[config.mk]
export PLATFORM = sky130hd
export DESIGN_NAME = rfm_exec_unit
export DESIGN_NICKNAME = d
export VERILOG_FILES = /design/src/rtl/rfm_pkg.sv /design/src/rtl/rfm_decode.sv /design/src/rtl/rfm_alu.sv /design/src/rtl/rfm_seq.sv /design/src/rtl/rfm_exec_unit.sv
export SDC_FILE = /design/constraint.sdc
export NUM_CORES = 1
export LEC_CHECK = 0
export ABC_AREA = 1
export BUFFER_PORTS_ARGS = -buffer_cell sky130_fd_sc_hd__buf_4
export CORE_UTILIZATION = 43
export DETAILED_ROUTE_END_ITERATION = 10
export GPL_ROUTABILITY_DRIVEN = 0
export PLACE_DENSITY = 0.86
export SLEW_MARGIN = 0
export SYNTH_ARGS = -nofsm -noshare
export SYNTH_HDL_FRONTEND = slang
export SYNTH_SLANG_ARGS = --single-unit
[constraint.sdc]
create_clock -name clk_i -period 1.3 [get_ports clk_i]
set_input_delay 0.13 -clock clk_i [delete_from_list [all_inputs] [get_ports clk_i]]
set_output_delay 0.13 -clock clk_i [all_outputs]
set_load 0.05 [all_outputs]
[src/rtl/rfm_pkg.sv]
package rfm_pkg;
  localparam int NIB_W = 4;
  localparam int OPC_W = 12;
  localparam int SEL_W = 2;

  localparam logic [9:0] ROT_PREFIX  = 10'b1110_1000_11;
  localparam logic [7:0] MASK_PREFIX = 8'b1111_0101;

  typedef enum logic [1:0] {
    OP_NONE = 2'd0,
    OP_ROT  = 2'd1,
    OP_MASK = 2'd2
  } op_e;

  typedef struct packed {
    op_e              kind;
    logic [SEL_W-1:0] sel;
    logic [NIB_W-1:0] imm;
  } dec_t;
endpackage

[src/rtl/rfm_decode.sv]
module rfm_decode
  import rfm_pkg::*;
(
  input  logic [OPC_W-1:0] opcode_i,
  output dec_t             dec_o
);
  always_comb begin
    dec_o      = '0;
    dec_o.kind = OP_NONE;
    dec_o.sel  = opcode_i[SEL_W-1:0];
    dec_o.imm  = opcode_i[NIB_W-1:0];
    if (opcode_i[OPC_W-1:2] == ROT_PREFIX)
      dec_o.kind = OP_ROT;
    else if (opcode_i[OPC_W-1:4] == MASK_PREFIX)
      dec_o.kind = OP_MASK;
  end
endmodule

[src/rtl/rfm_alu.sv]
module rfm_alu
  import rfm_pkg::*;
(
  input  op_e              kind_i,
  input  logic [NIB_W-1:0] src_i,
  input  logic [NIB_W-1:0] flags_i,
  input  logic [NIB_W-1:0] imm_i,
  output logic [NIB_W-1:0] data_o,
  output logic [NIB_W-1:0] flags_o
);
  always_comb begin
    data_o  = src_i;
    flags_o = flags_i;
    unique case (kind_i)
      OP_ROT: begin
        data_o  = {flags_i[0], src_i[NIB_W-1:1]};
        flags_o = {flags_i[NIB_W-1:1], src_i[0]};
      end
      OP_MASK: flags_o = flags_i & imm_i;
      default: ;
    endcase
  end
endmodule

[src/rtl/rfm_seq.sv]
module rfm_seq
  import rfm_pkg::*;
#(
  parameter int ROT_CYC  = 5,
  parameter int MASK_CYC = 7
) (
  input  logic clk_i,
  input  logic rst_ni,
  input  logic accept_i,
  input  op_e  kind_i,
  output logic busy_o,
  output logic done_o
);
  localparam int MAX_CYC = (ROT_CYC > MASK_CYC) ? ROT_CYC : MASK_CYC;
  localparam int CNT_W   = (MAX_CYC > 2) ? $clog2(MAX_CYC) : 1;

  logic [CNT_W-1:0] cnt_q;
  logic             busy_q;

  always_ff @(posedge clk_i or negedge rst_ni) begin
    if (!rst_ni) begin
      busy_q <= 1'b0;
      cnt_q  <= '0;
    end else if (busy_q) begin
      if (cnt_q == '0) busy_q <= 1'b0;
      else             cnt_q  <= cnt_q - 1'b1;
    end else if (accept_i) begin
      busy_q <= 1'b1;
      cnt_q  <= (kind_i == OP_ROT) ? CNT_W'(ROT_CYC - 2) : CNT_W'(MASK_CYC - 2);
    end
  end

  assign busy_o = busy_q;
  assign done_o = busy_q && (cnt_q == '0);
endmodule

[src/rtl/rfm_exec_unit.sv]
module rfm_exec_unit
  import rfm_pkg::*;
#(
  parameter int ROT_CYC  = 5,
  parameter int MASK_CYC = 7
) (
  input  logic        clk_i,
  input  logic        rst_ni,
  input  logic        start_i,
  input  logic [11:0] opcode_i,
  input  logic [3:0]  reg_a_i,
  input  logic [3:0]  reg_b_i,
  input  logic [3:0]  reg_mx_i,
  input  logic [3:0]  reg_my_i,
  input  logic [3:0]  flags_i,
  output logic [1:0]  wb_sel_o,
  output logic [3:0]  wb_data_o,
  output logic        wb_en_o,
  output logic [3:0]  flags_o,
  output logic        flags_we_o,
  output logic        busy_o,
  output logic        done_o,
  output logic        illegal_o
);
  dec_t             dec;
  logic             accept;
  logic             busy, done;
  logic [NIB_W-1:0] src_sel;
  op_e              kind_q;
  logic [SEL_W-1:0] sel_q;
  logic [NIB_W-1:0] imm_q, src_q, flg_q;

  rfm_decode u_dec (.opcode_i(opcode_i), .dec_o(dec));

  always_comb begin
    unique case (dec.sel)
      2'd0:    src_sel = reg_a_i;
      2'd1:    src_sel = reg_b_i;
      2'd2:    src_sel = reg_mx_i;
      default: src_sel = reg_my_i;
    endcase
  end

  assign accept = start_i && !busy && (dec.kind != OP_NONE);

  always_ff @(posedge clk_i or negedge rst_ni) begin
    if (!rst_ni) begin
      kind_q <= OP_NONE;
      sel_q  <= '0;
      imm_q  <= '0;
      src_q  <= '0;
      flg_q  <= '0;
    end else if (accept) begin
      kind_q <= dec.kind;
      sel_q  <= dec.sel;
      imm_q  <= dec.imm;
      src_q  <= src_sel;
      flg_q  <= flags_i;
    end
  end

  rfm_seq #(.ROT_CYC(ROT_CYC), .MASK_CYC(MASK_CYC)) u_seq (
    .clk_i   (clk_i),
    .rst_ni  (rst_ni),
    .accept_i(accept),
    .kind_i  (dec.kind),
    .busy_o  (busy),
    .done_o  (done)
  );

  rfm_alu u_alu (
    .kind_i (kind_q),
    .src_i  (src_q),
    .flags_i(flg_q),
    .imm_i  (imm_q),
    .data_o (wb_data_o),
    .flags_o(flags_o)
  );

  assign wb_sel_o   = sel_q;
  assign wb_en_o    = done && (kind_q == OP_ROT);
  assign flags_we_o = done;
  assign busy_o     = busy;
  assign done_o     = done;
  assign illegal_o  = start_i && !busy && (dec.kind == OP_NONE);
endmodule

-- After elaboration in Yosys (flattened, before gate mapping)
Index checks and enable logic that the tools add are counted.
- bits in registers: 20
- reductions and logical operators: 12
- bitwise gates (word level): 1
- equal/unequal tests: 8
- multiplexer cells: 12
- $add $sub $neg: 1
- operator list (operator ; number):
    two-way mux 3 bit ; 4
    case mux 4 bit (3 select lines) ; 1
    == test 10 bit, second input constant ; 1
    == test 8 bit, second input constant ; 1
    case mux 4 bit (2 select lines) ; 1
    == test 2 x 1 -> 1 bit, second input constant ; 3
    logical AND 1 bit ; 5
    AND 4 bit ; 1
    == test 2 bit, second input constant ; 2
    logical NOT 2 bit ; 2
    two-way mux 2 bit ; 2
    two-way mux 4 bit ; 1
    nonzero test 2 bit ; 2
    logical NOT 3 bit ; 1
    two-way mux 1 bit ; 3
    subtractor 3 x 1 -> 3 bit, second input constant ; 1
    inequality test 2 bit, second input constant ; 1
    AND reduction 2 bit ; 1
    logical NOT 1 bit ; 1

-- Depth between registers and ports, before layout
Gate-level depths: netlist of the first run.
- depth after elaboration: 7
- mapped depth: 9
- gate-level depth less buffers: 8

-- Hierarchy
From an unflattened synthesis of the first run, not the netlist that was laid out.
- cells, all modules: 185
- area, all modules: 1312.5 um^2
- by module, submodules not included (module ; area each (um^2) ; cells an instance ; instances):
    rfm_exec_unit ; 784.5 ; 105 ; 1
    rfm_seq ; 255.2 ; 32 ; 1
    rfm_alu ; 166.4 ; 28 ; 1
    rfm_decode ; 106.4 ; 20 ; 1

-- Worst setup path after synthesis of the first run
Ideal clock, no wire load.
- kind: register to output
- start: register u_seq.busy_q (netlist: u_seq.busy_o)
- end: output flags_we_o
- buffers on the path: 1
- slack: -1.234 ns
- required time: 1.170 ns
- data arrival time: 2.404 ns
- stages on the path, launching flop included: 4
- cell sequence: dfrtp_1 inv_1 nor3_1 buf_4
- longest elaborated chain between the ends: 1
- RTL lines (item ; RTL line ; RTL):
    start: declaration ; rfm_seq.sv:18 ; logic busy_q;
    start signal: assignment ; rfm_seq.sv:22 ; busy_q <= 1'b0;
    start signal: assignment ; rfm_seq.sv:25 ; if (cnt_q == '0) busy_q <= 1'b0;
    start signal: assignment ; rfm_seq.sv:28 ; busy_q <= 1'b1;
    logical AND 1 bit ; rfm_seq.sv:34 ; assign done_o = busy_q && (cnt_q == '0);
    end: declaration ; rfm_exec_unit.sv:20 ; output logic flags_we_o,
No other way between the ends.

-- Worst setup path in the final report of the first run
- start: register kind_q[0]
- end: output wb_data_o[3]
- longest elaborated chain between the ends: 2
- RTL lines (item ; RTL line ; RTL):
    start: declaration ; rfm_exec_unit.sv:29 ; op_e kind_q;
    start signal: assignment ; rfm_exec_unit.sv:54 ; kind_q <= dec.kind;
    == test 2 x 1 -> 1 bit ; rfm_alu.sv:14 ; unique case (kind_i)
    two-way mux 4 bit ; rfm_alu.sv:14 ;
    end: declaration ; rfm_exec_unit.sv:17 ; output logic [3:0] wb_data_o,
No other way between the ends.

==> results of run 1 <==
-- final cells by class --
cell class	count	share of cell area, %
flip-flops and latches	18	20.9
inverters	20	3.91
clock buffers	4	1.67
multi-input cells	124	43.6
well taps	31	1.78
repair buffers	68	28.2
-- power by group through the flow --
stage	clock network, W	registers, W	logic [W]
after floorplan	0	0.000622	0.000198
after global placement	0	0.000627	0.000336
after detailed placement	0	0.000629	0.000346
after CTS	0.000346	0.000618	0.000384
after global routing	0.000385	0.000628	0.000471
final	0.000350	0.000625	0.000436
-- critical path, delay by kind of cell (launching register included) --
family	cells	cell delay (ns)
buf+inv	3	0.46
fa+ha+maj	1	0.18
flops	1	0.41
compound gates	1	0.11
-- logic make-up (layout without fill, tap and decap cells) --
family,Yosys count,after routing,share of synthesized area (%)
simple gates,106,106,41.6
buf+inv,28,92,10.7
flops,18,18,36.6
compound gates,13,13,6.40
fa+ha+maj,4,4,4.07
xor+xnor,1,1,0.712
-- through the flow --
stage | area, sq um | total power (W) | cells | worst slack, ns
after global placement | 1800 | 0.000963 | 253 | -0.0996
after global routing | 2180 | 0.00148 | 265 | -0.359
final | 2180 | 0.00141 | 265 | -0.295
after floorplan | 1370 | 0.000820 | 170 | -0.199
after detailed placement | 1800 | 0.000975 | 253 | -0.136
after CTS | 1970 | 0.00135 | 262 | -0.307
-- layer usage --
| metal | global-route usage (%) | wire length, um | vias to the layer above |
|---|---|---|---|
| met3 | 1.41 | 114 | 6 |
| met2 | 37.7 | 1940 | 54 |
| met5 | 0 | 0 | - |
| met1 | 30.5 | 1490 | 647 |
| li1 | - | - | 676 |
| met4 | 8.57 | 70 | 0 |
-- placed cells by master, fill, tap and decap left out, types with 2 or more instances in the layout --
cell / n
a21boi_4: 3
buf_4: 47
buf_6: 17
clkbuf_4: 3
dfrtp_1: 17
ha_4: 3
inv_1: 11
inv_2: 6
inv_4: 2
nand2_1: 45
nand2_2: 14
nand3_1: 9
nand3_2: 11
nand3_4: 3
nand4_1: 6
nand4_4: 2
nor2_1: 6
nor2_2: 3
nor2_4: 2
nor3_4: 2
o21ai_0: 2
o21ai_2: 3
-- worst max path at each step --
stage	start	to	slack (ns)	cells after the start
6_report	kind_q[0]$_DFFE_PN0P_	wb_data_o[3]	-0.29	5
4_1_cts	kind_q[1]$_DFFE_PN0P_	flags_o[0]	-0.31	5
2_1_floorplan	u_seq.busy_o$_DFF_PN0_	flags_we_o	-0.20	3
5_1_grt	kind_q[1]$_DFFE_PN0P_	flags_o[0]	-0.36	5
3_5_place_dp	kind_q[0]$_DFFE_PN0P_	flags_o[3]	-0.14	5
3_3_place_gp	kind_q[0]$_DFFE_PN0P_	flags_o[1]	-0.1	5
-- repair_timing --
| action | in CTS | in global routing |
|---|---|---|
| hold buffers | 1 | 0 |
| hold endpoints to repair | 18 | 0 |
| cloned | 0 | 1 |
| endpoints found under the setup margin | 15 | 30 |
| pin swaps | 11 | 19 |
| gates resized for setup | 26 | 40 |
| buffers inserted | 4 | 2 |
-- registers in the layout (all words and copies together) (netlist names) --
signal / flops
src_q: 4
imm_q: 3
flg_q: 4
wb_sel_o: 1
u_seq.cnt_q: 3
u_seq.busy_o: 1
kind_q: 2
==> run metrics, run 1 <==
Area Overhead vs Synth=76.9%; top cells by count, synth=nand2_1, nand3_1, inv_1; vias in the first global route=1,282; WP data arrival=between 1 and 1.5 ns; Synth top area share=a little over a third; Setup WS post-layout=-0.295 ns; worst-margin pin slew=about 0.35 ns; Tmin final=about 1.6 ns; Syn Area/Cell=just over 7 sq um; fill count=180; WHS Path Cells=3; Worst Hold End=flg_q[2]$_DFFE_PN0P_; Hold WC Path Type=input port to register; CTS Sinks=18; ys flop type=dfrtp_1; top cells by area, synth=dfrtp_1, nand2_1, nand3_1; Mapped Nets=around 210; layout cells sized above 1=about 57%; per-cell routed wire length=about 14 um; # diodes=0; Slew HR=76.7%; Worst path slowest cell=dfrtp_1; sequential fraction of design power=about 44%; Clock Latency Late Sink=around 0.30 ns; Post-DP HPWL=around 2.5 mm; Final period util=123%; DRT Pass-1 Iters=4; worst min-delay path startpoint=flags_i[2]; #FFs+latches synth=18; Final setup viols=29; register area=between 400 and 500 sq um; most frequent cell on the critical path=buf_4; P_sw=0.000441 W; CP startpoint kind=register; Leak Pwr=about 1.0 nW; Power Dens Cells=around 650 nW/um^2; Fin. Hold Viols=0; internal power=between 0.0009 and 0.001 W; # IOs=50; crit path capture type=primary output; worst flop-to-flop path endpoint=u_seq.cnt_q[1]$_DFFE_PN0P_; total die area=between 3000 and 4000 sq um; post-route ant nets=0; port buffer count=49; CTS H-tree depth=1; initial antenna violation count=0; Post-synth ARST share=100%; failing checks=negative setup slack; clock skew=0.00321 ns; Layout Utilization=~80%; Max Cap Viol=0; CP Max Fanout=4; f_max=approximately 630 MHz; number of synthesized flops with an enable pin=0; R2R setup slack=-0.09 ns; Max Slew Vio Count=0; final net count=274; grt ovf=0; RSZ-0062 raised after global routing=true; row count=19; Die Y=55.5 um; status=finished with violations; clock power share=around a quarter; Comb power frac=a little under a third; Root Driver=clkbuf_4; VDD IR max=between 600 and 700 uV; via count=approximately 1,400; Via density=5.22; sequential share of the synthesized area=between 30 and 40%; Max Root-Sink Buffers=2; Crit path largest cell delay=around 0.4 ns; WHS=0.0593 ns; critical path start-end classification=register to primary output; first-pass GRT wire length=approximately 5.5 mm; synthesized instance count=between 150 and 200; Mapped Area=about 1200 sq um; sw frac=roughly 31%; largest net degree at the start of global routing=19; worst r2r src=u_seq.busy_o$_DFF_PN0_; Synth cell types=25; count leader, synth=nand2_1; leading area contributor after synthesis=dfrtp_1; CP required=around 1.2 ns; Initial Util=a little under half; multi-input logic area=950 sq um; final WL=around 3.6 mm; Fin Setup TNS=-3.78 ns; CTS tree=yes; core area=approximately 2700 sq um; sequence of cells on the critical path=buf_4, ha_4, buf_4, o21ai_2, buf_6; Yosys warnings=0; DR DRC count=0; die span in x=roughly 56 um; DRT iter0 DRCs=38; total global-route track usage=~22%; total CTS buffers=3; Worst Reg-to-Reg Cells=5; CTS clk-pin slew, worst paths=0.11 ns
(Power assumes the default switching activity.)
==> run 2: changes to the inputs <==
==> constraint.sdc (replaced) <==
create_clock -name clk_i -period 1.3 [get_ports clk_i]
set_input_delay 0 -clock clk_i [delete_from_list [all_inputs] [get_ports clk_i]]
set_output_delay 0 -clock clk_i [all_outputs]
set_load 0.05 [all_outputs]
==> run 2 against run 1 <==
  * Critical endpoint is now flags_o[0]
  * Final cell count is 1.9% higher
  * Power fell by 3.5%
  * Sequential power about the same
  * Sequential share of layout area down 0.25 points
  * Non-clock buffer count up 5
  * The run ends with negative hold slack, negative setup slack left
==> run metrics, run 2 (synthesis results as in run 1) <==
status=finished with violations; failing checks=negative hold slack, negative setup slack; Die Y=~56 um; Initial Util=45.0%; row count=19; worst flop-to-flop path endpoint=u_seq.cnt_q[1]$_DFFE_PN0P_; per-cell routed wire length=14.7 um; total global-route track usage=a little under a quarter; Root Driver=clkbuf_4; vias in the first global route=1,342; CP startpoint kind=register; # diodes=0; WP data arrival=between 1.5 and 2 ns; Fin. Hold Viols=1; largest net degree at the start of global routing=19; post-route ant nets=0; post-layout instance area=roughly 2200 sq um; port buffer count=49; Post-DP Area=about 1700 sq um; Hold WC Path Type=input port to register; WP buf/inv=2; clock power share=between 20% and 30%; # IOs=50; commonest non-fill, non-tap cell in the layout=nand2_1; biggest regs=flg_q: 4 flops, src_q: 4 flops; VDD IR max=approximately 500 uV; Post-DP HPWL=between 2 and 2.5 mm; sequence of cells on the critical path=buf_6, ha_4, o32ai_4, buf_6; grt ovf=0; final net count=approximately 280; Crit path largest cell delay=between 0.4 and 0.5 ns; worst r2r src=u_seq.busy_o$_DFF_PN0_; Final period util=119%; Leak Pwr=roughly 1.1 nW; Power Dens Cells=around 620 nW/um^2; internal power=slightly above 0.0009 W; Tmin final=1.54 ns; critical path start-end classification=register to primary output; register area=about 450 sq um; Worst Reg-to-Reg Cells=6; Layout Utilization=about four fifths; Max Cap Viol=0; DRT Pass-1 Iters=4; Crit path depth=4; worst-margin pin slew=0.350 ns; core area=between 2000 and 3000 sq um; initial antenna violation count=0; CTS H-tree depth=1; Area Overhead vs Synth=79.1%; most frequent cell on the critical path=buf_6; CP Max Fanout=3; Max Root-Sink Buffers=2; Max Slew Vio Count=0; die span in x=approximately 56 um; R2R setup slack=-0.11 ns; via count=between 1,000 and 1,500; Via density=5.21; multi-input logic area=920 sq um; Final setup viols=28; Clock Latency Late Sink=0.30 ns; Setup WS post-layout=-0.243 ns; CTS tree=yes; CTS Sinks=18; final WL=between 3 and 4 mm; total die area=between 3000 and 4000 sq um; RSZ-0062 raised after global routing=true; Comb power frac=between 30 and 40%; CP top delay family=flip-flops; WHS=-0.0109 ns; clock skew=approximately 0.012 ns; CTS clk-pin slew, worst paths=about 0.090 ns; P_sw=0.000439 W; DRT iter0 DRCs=34; DR DRC count=0; worst setup path startpoint=kind_q[1]$_DFFE_PN0P_; f_max=between 600 and 700 MHz; fill count=between 150 and 200; first-pass GRT wire length=around 5.8 mm; crit path capture type=primary output; CP required=roughly 1.3 ns; most frequent cells in the layout=nand2_1, buf_4, buf_6; total CTS buffers=3; sw frac=32.2%; Critical Path End=flags_o[0]; Slew HR=76.7%; sequential fraction of design power=around 46%; Worst path slowest cell=dfrtp_1; layout cells sized above 1=51.0%
-- run 2: changes by cell type in the layout (fill, tap and decap cells not counted), moves of 4 or more --
cell,delta
buf_4,-4
dlygate4sd3_1,+7
nand2_1,+6
nand2_2,-6
-- run 2: timing repair --
| item | 4_1_cts | 5_1_grt |
|---|---|---|
| endpoints found under the hold margin | 25 | 0 |
| hold buffers | 8 | 0 |
| gates cloned | 0 | 1 |
| setup endpoints to repair | 15 | 28 |
| pin swaps | 12 | 23 |
| resized for setup | 35 | 29 |
| setup buffers | 7 | 3 |
-- run 2: tightest hold or removal path: cells and delay by family --
kind          cells  cell delay (ns)
simple gates      2             0.11
buf+inv           1             0.15
-- run 2: power by group through the flow --
| stage | registers [W] | clock network, W | logic, W |
|---|---|---|---|
| after floorplan | 0.000621 | 0 | 0.000195 |
| after global placement | 0.000628 | 0 | 0.000315 |
| after detailed placement | 0.000630 | 0 | 0.000323 |
| after CTS | 0.000621 | 0.000289 | 0.000396 |
| after global routing | 0.000629 | 0.000317 | 0.000476 |
| final | 0.000626 | 0.000295 | 0.000441 |
-- run 2: per-layer routing --
layer	part of all wire [%]	global-route usage [%]	up-vias
li1	-	-	690
met1	42	30.5	658
met2	52	41.8	47
met3	3.4	2.58	12
met4	3.4	7.50	0
met5	0	0	-
-- run 2: worst min-delay path by stage --
stage	from	end	slack (ns)	cells past startpoint
global route	opcode_i[1]	imm_q[1]$_DFFE_PN0P_	0.02	3
finish	opcode_i[1]	imm_q[1]$_DFFE_PN0P_	-0.01	3
floorplan	rst_ni	flg_q[0]$_DFFE_PN0P_	-0.30	0
CTS	opcode_i[1]	imm_q[1]$_DFFE_PN0P_	0.009	3
detailed placement	rst_ni	imm_q[2]$_DFFE_PN0P_	-0.12	1
global placement	rst_ni	flg_q[1]$_DFFE_PN0P_	-0.12	1
-- run 2: area by class of cell --
cell class / instances / area share, %
inverter: 20 / 3.86
timing repair buffer: 73 / 30.9
clock buffer: 4 / 1.19
sequential: 18 / 20.6
multi-input combinational: 124 / 41.7
tap: 31 / 1.76
-- run 2: metrics by stage --
| stage | worst slack, ns | hold WS [ns] | TNS (ns) | power [W] | instances |
|---|---|---|---|---|---|
| 2_1_floorplan | -0.0703 | -0.296 | -0.0967 | 0.000817 | 170 |
| 3_3_place_gp | -0.0109 | -0.124 | -0.0312 | 0.000943 | 247 |
| 3_5_place_dp | -0.0682 | -0.121 | -0.245 | 0.000953 | 247 |
| 4_1_cts | -0.217 | 0.00909 | -1.39 | 0.00131 | 266 |
| 5_1_grt | -0.272 | 0.0183 | -4.41 | 0.00142 | 270 |
| 6_report | -0.243 | -0.0109 | -2.64 | 0.00136 | 270 |
==> run 3: changes to the inputs <==
--- a/config.mk
+++ b/config.mk
@@ -5,9 +5,8 @@
 export SDC_FILE = /design/constraint.sdc
 export NUM_CORES = 1
 export LEC_CHECK = 0
-export ABC_AREA = 1
 export BUFFER_PORTS_ARGS = -buffer_cell sky130_fd_sc_hd__buf_4
-export CORE_UTILIZATION = 43
+export CORE_UTILIZATION = 42
 export DETAILED_ROUTE_END_ITERATION = 10
 export GPL_ROUTABILITY_DRIVEN = 0
 export PLACE_DENSITY = 0.86
==> run 3 against run 2 <==
  * The flow finishes with violations (negative setup slack)
  * Synthesized cell count down 43%
  * Sequential share of layout area rose by 1.6 points
  * First-iteration DRC count shrank 44%
  * Global-route usage increased by 0.11 points
  * Critical path depth rose by 1
==> run metrics, run 3 <==
WP buf/inv=2; top cells by count, synth=dfrtp_1, mux2_2, inv_1, mux2_4, nand2_1; Layout Utilization=between 80% and 90%; Final period util=120%; sequential share of the synthesized area=between 30 and 40%; Crit path largest cell delay=around 0.41 ns; Syn Area/Cell=12.0 sq um; CTS clk-pin slew, worst paths=approximately 0.11 ns; vias in the first global route=1,090; Fin. Hold Viols=0; CTS tree=yes; Setup WS post-layout=-0.254 ns; largest net degree at the start of global routing=19; Max Cap Viol=0; commonest non-fill, non-tap cell in the layout=buf_4; Hold WC Path Type=input port to async pin; number of synthesized flops with an enable pin=0; dpl cells=around 180; Max Root-Sink Buffers=2; clock skew=roughly 0.0069 ns; count leader, synth=dfrtp_1; # IOs=50; Max Slew Vio Count=0; CP startpoint kind=register; core area=2540 sq um; final net count=about 210; WP data arrival=approximately 1.6 ns; Final setup viols=29; Yosys warnings=0; Worst Reg-to-Reg Cells=4; Synth Area in Compound Gates=11.3%; failing checks=negative setup slack; #FFs+latches synth=18; RSZ-0062 raised after global routing=true; Mapped Nets=approximately 140; synthesized instance count=slightly below 100; critical path start-end classification=register to primary output; Post-DP HPWL=between 2 and 2.5 mm; Crit path depth=5; CP Max Fanout=3; row count=18; post-route ant nets=0; Die Y=about 55 um; top cells by area, synth=dfrtp_1, mux2_4, mux2_2; leading area contributor after synthesis=dfrtp_1; f_max=~640 MHz; adder-cell share of the synthesized area=roughly 4.3%; worst-margin pin slew=0.334 ns; crit path capture type=primary output; Via density=5.34; main combinational cell family by area after synthesis=multiplexers; worst flop-to-flop path endpoint=src_q[2]$_DFFE_PN0P_; Post-Synth Simple-Gate Area=a little over an eighth; VDD IR max=~760 uV; Power Dens Cells=between 700 and 800 nW/um^2; layout cells sized above 1=69.4%; fill count=roughly 160; DR DRC count=0; via count=1,085; sequence of cells on the critical path=inv_1, ha_4, nor2_4, a21boi_4, buf_6; CTS H-tree depth=1; Synth top area share=roughly two fifths; final WL=3.39 mm; worst setup path startpoint=kind_q[0]$_DFFE_PN0P_; total die area=just under 3000 sq um; DRT iter0 DRCs=19; CP top delay family=flip-flops; most frequent cells in the layout=buf_4, dfrtp_1, buf_6; # diodes=0; status=finished with violations; Synth Area in XOR/XNOR=0.754%; CP required=about 1.3 ns; CTS Sinks=18; initial antenna violation count=0; Tmin final=1.55 ns; Leak Pwr=between 0.9 and 1 nW; Worst path slowest cell=dfrtp_1; Initial Util=around 46%; total CTS buffers=3; worst r2r src=u_seq.busy_o$_DFF_PN0_; ys flop type=dfrtp_1; Post-synth ARST share=between 90% and 100%; pre-CTS WS=-0.0707 ns; Mapped Area=about 1200 sq um; Area Overhead vs Synth=75.5%; Slew HR=between 70 and 80%; Post-Layout Cell Count=203; R2R setup slack=-0.12 ns; total global-route track usage=23.9%; biggest regs=flg_q: 4 flops, src_q: 4 flops; Root Driver=clkbuf_4; DRT Pass-1 Iters=4; first-pass GRT wire length=between 4 and 5 mm; port buffer count=49; multiplexer share of the synthesized area=roughly 26%; die span in x=approximately 55 um; grt ovf=0; per-cell routed wire length=16.7 um; Clock Latency Late Sink=0.31 ns; Synth cell types=31; Critical Path End=flags_o[3]
==> run 3: cell types whose count changed after synthesis, moves of 3 or more <==
| cell | delta |
|---|---|
| a21oi_1 | +4 |
| and2_1 | +3 |
| inv_1 | -12 |
| mux2_2 | +9 |
| mux2_4 | +7 |
| mux4_2 | +4 |
| nand2_1 | -53 |
| nand3_1 | -21 |
| nand4_1 | -5 |
| nor2_2 | -3 |
==> run 3: routing by layer <==
metal  track usage (%)  wire, um  up-vias
met5                 0         0        -
met4              9.83        48        0
met3              5.00       208        4
met2              42.4      1750       52
met1              27.4      1380      529
li1                  -         -      500
==> run 3: logic make-up after synthesis <==
| group | Yosys count |
|---|---|
| xor+xnor | 1 |
| buf+inv | 13 |
| fa+ha+maj | 4 |
| compound gates | 18 |
| mux | 20 |
| simple gates | 23 |
| flops | 18 |
==> run 3: worst min-delay path by stage <==
stage / startpoint / endpoint / slack, ns / depth (start not counted)
global placement: rst_ni / src_q[3]$_DFFE_PN0P_ / -0.12 / 1
finish: rst_ni / src_q[0]$_DFFE_PN0P_ / 0.10 / 2
floorplan: rst_ni / flg_q[0]$_DFFE_PN0P_ / -0.30 / 0
detailed placement: rst_ni / src_q[3]$_DFFE_PN0P_ / -0.12 / 1
global route: rst_ni / kind_q[0]$_DFFE_PN0P_ / 0.12 / 2
CTS: rst_ni / src_q[0]$_DFFE_PN0P_ / 0.09 / 2
==> run 3: area by class of cell <==
class | instances | area (sq um) | area share, %
inverter | 7 | 26.3 | 1.29
multi-input combinational | 67 | 795 | 39.0
tap | 30 | 37.5 | 1.84
sequential | 18 | 452 | 22.2
timing repair buffer | 77 | 692 | 33.9
clock buffer | 4 | 36.3 | 1.78
==> run 3: metrics by stage <==
stage               hold WS [ns]  total power [W]  cell area (sq um)  setup TNS (ns)
floorplan                 -0.296         0.000886               1240           -2.13
global placement          -0.121          0.00104               1650          -0.157
detailed placement        -0.118          0.00105               1650          -0.848
CTS                       0.0862          0.00151               1970           -3.13
global route               0.121          0.00160               2040           -5.02
finish                     0.102          0.00154               2040           -3.64
==> run 3: what timing repair did <==
item                       CTS  global route
gates cloned                 1             0
buffers inserted             9             3
hold buffers                 9             0
hold endpoints to repair    26             0
pin swaps                    6             7
resized for setup           21            15
setup endpoints to repair   25            29
==> run 3: power breakdown <==
group | switching, W | total [W] | internal (W)
Clock | 0.000187 | 0.000359 | 0.000171
Combinational | 0.000262 | 0.000569 | 0.000308
Sequential | 0.0000244 | 0.000615 | 0.000590
Total | 0.000473 | 0.00154 | 0.00107
